File: config.mk
export PLATFORM = sky130hd
export DESIGN_NAME = irq_entry_ctrl
export DESIGN_NICKNAME = d
export VERILOG_FILES = /design/src/rtl/irq_entry_pkg.sv /design/src/rtl/irq_pend_latch.sv /design/src/rtl/irq_lowest_pick.sv /design/src/rtl/irq_save_regs.sv /design/src/rtl/irq_entry_ctrl.sv
export SDC_FILE = /design/constraint.sdc
export NUM_CORES = 1
export LEC_CHECK = 0
export ABC_AREA = 1
export BUFFER_PORTS_ARGS = -buffer_cell sky130_fd_sc_hd__buf_2
export CAP_MARGIN = 20
export CELL_PAD_IN_SITES_DETAIL_PLACEMENT = 0
export CELL_PAD_IN_SITES_GLOBAL_PLACEMENT = 1
export CORE_ASPECT_RATIO = 1.2
export CORE_MARGIN = 3
export CORE_UTILIZATION = 35
export DETAILED_ROUTE_END_ITERATION = 16
export PLACE_DENSITY_LB_ADDON = 0.1
export SETUP_SLACK_MARGIN = 0.15
export SYNTH_ARGS = -nofsm -noshare
export SYNTH_HDL_FRONTEND = slang
export SYNTH_SLANG_ARGS = --single-unit
export TNS_END_PERCENT = 1
File: constraint.sdc
create_clock -name clk -period 3.8 [get_ports clk]
set_clock_uncertainty 0.05 [all_clocks]
set_input_delay 0 -clock clk [delete_from_list [all_inputs] [get_ports clk]]
set_output_delay 0 -clock clk [all_outputs]
set_load 0.05 [all_outputs]
File: src/rtl/irq_entry_pkg.sv
package irq_entry_pkg;
    localparam int SUP_BIT = 0;
    localparam int IE_BIT  = 1;

    typedef enum logic [1:0] {
        ST_RUN,
        ST_ENTER,
        ST_HANDLER,
        ST_LEAVE
    } ctrl_state_e;
endpackage

File: src/rtl/irq_pend_latch.sv
module irq_pend_latch #(
    parameter int NIRQ = 8
) (
    input  logic            clk,
    input  logic            rst_n,
    input  logic [NIRQ-1:0] set_i,
    input  logic [NIRQ-1:0] clr_i,
    output logic [NIRQ-1:0] pend_o
);
    // a new request on the clearing edge wins over the clear
    always_ff @(posedge clk or negedge rst_n) begin
        if (!rst_n) pend_o <= '0;
        else        pend_o <= (pend_o & ~clr_i) | set_i;
    end
endmodule

File: src/rtl/irq_lowest_pick.sv
module irq_lowest_pick #(
    parameter int NIRQ = 8,
    parameter int IDXW = 3
) (
    input  logic [NIRQ-1:0] req_i,
    output logic            valid_o,
    output logic [IDXW-1:0] idx_o,
    output logic [NIRQ-1:0] onehot_o
);
    for (genvar g = 0; g < NIRQ; g++) begin : g_pick
        if (g == 0) begin : g_first
            assign onehot_o[g] = req_i[g];
        end else begin : g_rest
            assign onehot_o[g] = req_i[g] & ~(|req_i[g-1:0]);
        end
    end

    assign valid_o = |req_i;

    always_comb begin
        idx_o = '0;
        for (int i = 0; i < NIRQ; i++) begin
            if (onehot_o[i]) idx_o = idx_o | IDXW'(i);
        end
    end
endmodule

File: src/rtl/irq_save_regs.sv
module irq_save_regs #(
    parameter int AW   = 32,
    parameter int PW   = 8,
    parameter int IDXW = 3
) (
    input  logic            clk,
    input  logic            rst_n,
    input  logic            cap_i,
    input  logic [AW-1:0]   pc_i,
    input  logic [PW-1:0]   psw_i,
    input  logic [IDXW-1:0] idx_i,
    output logic [AW-1:0]   pc_o,
    output logic [PW-1:0]   psw_o,
    output logic [IDXW-1:0] idx_o
);
    always_ff @(posedge clk or negedge rst_n) begin
        if (!rst_n) begin
            pc_o  <= '0;
            psw_o <= '0;
            idx_o <= '0;
        end else if (cap_i) begin
            pc_o  <= pc_i;
            psw_o <= psw_i;
            idx_o <= idx_i;
        end
    end
endmodule

File: src/rtl/irq_entry_ctrl.sv
module irq_entry_ctrl
    import irq_entry_pkg::*;
#(
    parameter int          NIRQ     = 8,
    parameter int          AW       = 32,
    parameter int          PW       = 8,
    parameter logic [31:0] IVEC_RST = 32'h0000_0100
) (
    input  logic            clk,
    input  logic            rst_n,
    input  logic [NIRQ-1:0] irq_i,
    input  logic            boundary_i,
    input  logic            rti_i,
    input  logic [AW-1:0]   pc_i,
    input  logic [PW-1:0]   psw_i,
    input  logic            ivec_we_i,
    input  logic [AW-1:0]   ivec_wdata_i,
    output logic            pc_load_o,
    output logic [AW-1:0]   pc_next_o,
    output logic            psw_load_o,
    output logic [PW-1:0]   psw_next_o,
    output logic [NIRQ-1:0] irq_ack_o
);
    localparam int IDXW = (NIRQ > 1) ? $clog2(NIRQ) : 1;

    ctrl_state_e     state_q, state_d;
    logic [NIRQ-1:0] pend;
    logic [NIRQ-1:0] pick_onehot;
    logic [NIRQ-1:0] clr_vec;
    logic [IDXW-1:0] pick_idx;
    logic            pick_valid;
    logic            take;
    logic            ret;
    logic [AW-1:0]   ivec_q;
    logic [AW-1:0]   ipc;
    logic [PW-1:0]   ipsw;
    logic [IDXW-1:0] idx_q;

    irq_pend_latch #(.NIRQ(NIRQ)) u_pend (
        .clk    (clk),
        .rst_n  (rst_n),
        .set_i  (irq_i),
        .clr_i  (clr_vec),
        .pend_o (pend)
    );

    irq_lowest_pick #(.NIRQ(NIRQ), .IDXW(IDXW)) u_pick (
        .req_i    (pend),
        .valid_o  (pick_valid),
        .idx_o    (pick_idx),
        .onehot_o (pick_onehot)
    );

    irq_save_regs #(.AW(AW), .PW(PW), .IDXW(IDXW)) u_save (
        .clk   (clk),
        .rst_n (rst_n),
        .cap_i (take),
        .pc_i  (pc_i),
        .psw_i (psw_i),
        .idx_i (pick_idx),
        .pc_o  (ipc),
        .psw_o (ipsw),
        .idx_o (idx_q)
    );

    // acceptance and return are both gated by the instruction boundary
    assign take    = (state_q == ST_RUN) && boundary_i && psw_i[IE_BIT] && pick_valid;
    assign ret     = (state_q == ST_HANDLER) && boundary_i && rti_i;
    assign clr_vec = take ? pick_onehot : '0;

    always_ff @(posedge clk or negedge rst_n) begin
        if (!rst_n) ivec_q <= IVEC_RST[AW-1:0];
        else if (ivec_we_i) ivec_q <= ivec_wdata_i;
    end

    // state register
    always_ff @(posedge clk or negedge rst_n) begin
        if (!rst_n) state_q <= ST_RUN;
        else        state_q <= state_d;
    end

    // transitions: take, enter_done, rti, leave_done
    always_comb begin
        state_d = state_q;
        unique case (state_q)
            ST_RUN:     if (take) state_d = ST_ENTER;
            ST_ENTER:   state_d = ST_HANDLER;
            ST_HANDLER: if (ret) state_d = ST_LEAVE;
            ST_LEAVE:   state_d = ST_RUN;
        endcase
    end

    // outputs decoded from the state
    always_comb begin
        pc_load_o  = 1'b0;
        psw_load_o = 1'b0;
        pc_next_o  = '0;
        psw_next_o = '0;
        irq_ack_o  = '0;
        unique case (state_q)
            ST_RUN, ST_HANDLER: ;
            ST_ENTER: begin
                pc_load_o  = 1'b1;
                psw_load_o = 1'b1;
                pc_next_o  = ivec_q + (AW'(idx_q) << 2);
                psw_next_o = ipsw;
                psw_next_o[SUP_BIT] = 1'b1;
                psw_next_o[IE_BIT]  = 1'b0;
                irq_ack_o  = NIRQ'(1) << idx_q;
            end
            ST_LEAVE: begin
                pc_load_o  = 1'b1;
                psw_load_o = 1'b1;
                pc_next_o  = ipc;
                psw_next_o = ipsw;
            end
        endcase
    end
endmodule

==> results by group <==
Status
  – Status: finished, final reports clean

Timing
  – RSZ-0062 raised after global routing: false
  – F_max: 349 MHz
  – Min setup slack post-route: 0.934 ns
  – Worst Tran Pin Value: 0.985 ns
  – Period minus WS final: 2.87 ns
  – Max-slew headroom: 0.343
  – Pins Over Slew Limit: 0
  – Final Hold Viols: 0
  – Final period utilization: 0.754
  – Setup Viol. Count Final: 0
  – TNS Setup: 0 ns

Floorplan
  – Initial Util: 0.362
  – Chip Width: ~110 um
  – Core area: approximately 13000 um^2
  – Die H: 135 um
  – Die Area: ~15000 um^2
  – Row cnt: 46
  – Ports: 135

Clock network
  – Clock buffer depth: 2
  – Clock tree root buffer cell: clkbuf_16
  – Sink Count: 85
  – TritonCTS clock tree: done
  – CTS buffer count: 9
  – Worst-path clk slew: 0.07 ns
  – Hold-fix buffers at CTS: 82
  – Worst-Skew Late Latency: 0.33 ns
  – Post-CTS setup buffers: 0
  – H-tree levels: 3
  – CTS resizes: 0

Run
  – Max-cap viol count: 0

Yosys
  – Cell area after synthesis: 4830 um^2
  – Seq/Total Area, Yosys: 0.440
  – Synth warn: 0
  – FF+latch count, synth: 85
  – Cell taking the most area after synthesis: dfrtp_1
  – Total nets after synthesis: 771
  – Mapped Cells: 677
  – Distinct cells, synth: 31
  – Commonest cells in the netlist: 261 x nand2_1, 84 x dfrtp_1, 81 x inv_1, 59 x o21ai_0, 58 x nor2_1
  – Synth Area per Inst: about 7.1 um^2
  – Number of synthesized flops with an enable pin: 0
  – Async SR Flop Fraction: 1.00
  – Top cell type's share of synthesized area: 0.435
  – Synth area leaders: dfrtp_1 43%, nand2_1 20%, inv_1 6.3%
  – Top-count cell post-synth: nand2_1
  – Top_reg_cell synth: dfrtp_1

Cells and area
  – Area growth from synthesis to layout: 38.5%
  – NumNets Final: 976
  – Layout cells sized above 1: 0.206
  – # diodes: 0

Critical path
  – CP Depth: 13
  – WP buf/inv: 3
  – Cell Chain, Critical Path: ha_1 -> inv_1 -> fa_1 -> inv_1 -> nand2_1 -> nand2_1 -> nand2_1 -> nor2_1 -> nand2_1 -> nand2_1 -> nand3_1 -> o21ai_0 -> buf_2
  – WP data arrival: 2.82 ns
  – Slowest stage cell, crit path: dfrtp_1
  – Delay-heaviest family, CP: simple AND/OR/NAND/NOR gates
  – CP Data Required Time: around 3.8 ns
  – CP startpoint kind: flip-flop
  – FF-to-FF path depth: 7
  – Crit Path Category: reg2out
  – Crit Path Max Fanout: 5
  – Most used cell, CP: nand2_1
  – CP Capture Type: output pin
  – Crit path largest cell delay: around 0.42 ns

Detailed routing
  – 1st-iter DRT viols: 210
  – First-pass DRT Iterations: 7
  – Drt wl/cell: ~14 um
  – Final WL: 14700 um
  – Post-route DRC: 0
  – Post-DRT Antenna Nets: 0
  – Routed via count: 4924
  – Vias per inst: ~4.7

Pwr
  – Leakage power: 0.00341 uW
  – VDD IR max: 417 uV
  – Power Density: a little over 600 nW/um^2
  – Total Power: roughly 4200 uW

Global route
  – Total grt overflow: 0
  – First-pass GRT wire length: 24100 um
  – Initial antenna violation count: 0
  – GRT Overall Usage: 0.198
  – Largest net degree at the start of global routing: 65
  – Number of global-route vias before repair: 4919

Placement
  – Setup WS pre-CTS: 1.26 ns
  – IO buf count: 134
  – RePlAce Congestion: 0.822
  – Detail Placement HPWL: 10800 um

Hold path
  – Type of the tightest min-delay check: in2async
## per-layer routing
metal  up-vias  GRT usage  wire (um)
met5         -          0          0
met4         0     0.0561        255
met3        15     0.0327        533
met2       119      0.341       7310
met1      2265      0.256       6620
li1       2525          -          -
## flip-flops by register name (all words and copies together), names as in the netlist
name and cells:
state_q 2, u_pend.pend_o 8, u_save.pc_o 32, u_save.idx_o 3
ivec_q 32, u_save.psw_o 8
## through the flow
stage,util,hold WS [ns],std cells,area [um^2]
global placement,0.419,-0.0220,957,5600
CTS,0.501,0.152,1055,6700
finish,0.501,0.138,1055,6700
global route,0.501,0.190,1055,6700
floorplan,-,-0.346,677,4830
detailed placement,0.419,-0.0216,957,5600
## power by group
part,total (uW),switching (uW),internal (uW)
sequential,1300,140,1160
clock,835,370,465
combinational,2030,1490,541
total,4160,2000,2160
## final cells by class
class | instances | area (um^2)
Fill cell | 1396 | 6660
Clock buffer | 12 | 246
Clock inverter | 4 | 33.8
Inverter | 82 | 310
Sequential cell | 85 | 2130
Tap cell | 168 | 210
Multi-Input combinational cell | 486 | 2260
Timing Repair Buffer | 218 | 1510
## final timing paths
kind	endpoint	slack, ns	start
setup / recovery	pc_next_o[16]	0.93	u_save.idx_o[0]$_DFFE_PN0P_
hold / removal	u_save.pc_o[17]$_DFFE_PN0P_	0.14	rst_n
setup reg to reg	u_pend.pend_o[2]$_DFF_PN0_	1.26	state_q[0]$_DFFE_PN0P_
hold reg to reg	u_save.psw_o[1]$_DFFE_PN0P_	0.42	u_save.psw_o[1]$_DFFE_PN0P_
max in group asynchronous	state_q[1]$_DFFE_PN0P_	2.56	rst_n
min in group clk	u_save.idx_o[2]$_DFFE_PN0P_	0.20	boundary_i
## cells by family (layout without fill, tap and decap cells)
group	Yosys count	in the layout	share of synthesized area
compound gates	101	101	0.127
fa+ha+maj	9	9	0.0248
buf+inv	106	316	0.0927
flops	85	85	0.440
mux	4	4	0.00932
simple gates	372	372	0.306
## cells in the final DEF, fill, tap and decap left out, types with 2 or more instances in the layout
cell / n
a21o_1: 3
a21oi_1: 10
o21ai_0: 59
o21ai_2: 20
nand3_1: 44
inv_1: 81
ha_1: 8
clkbuf_16: 9
mux2_2: 4
clkinv_4: 3
o21ai_1: 2
clkbuf_1: 2
nor2_1: 58
o22ai_1: 4
nand2_1: 261
buf_4: 3
buf_2: 133
nor2_2: 2
dfrtp_1: 84
dlygate4sd3_1: 82
nand4_1: 2
## worst register-to-register path: cells and delay by family, from the launching register on
kind / cells / cell delay, ns
buf+inv: 2 / 0.76
compound gates: 2 / 0.45
flops: 1 / 0.48
simple gates: 2 / 0.51
fa+ha+maj: 1 / 0.17
No activity file was read; power rests on OpenSTA's default activity.
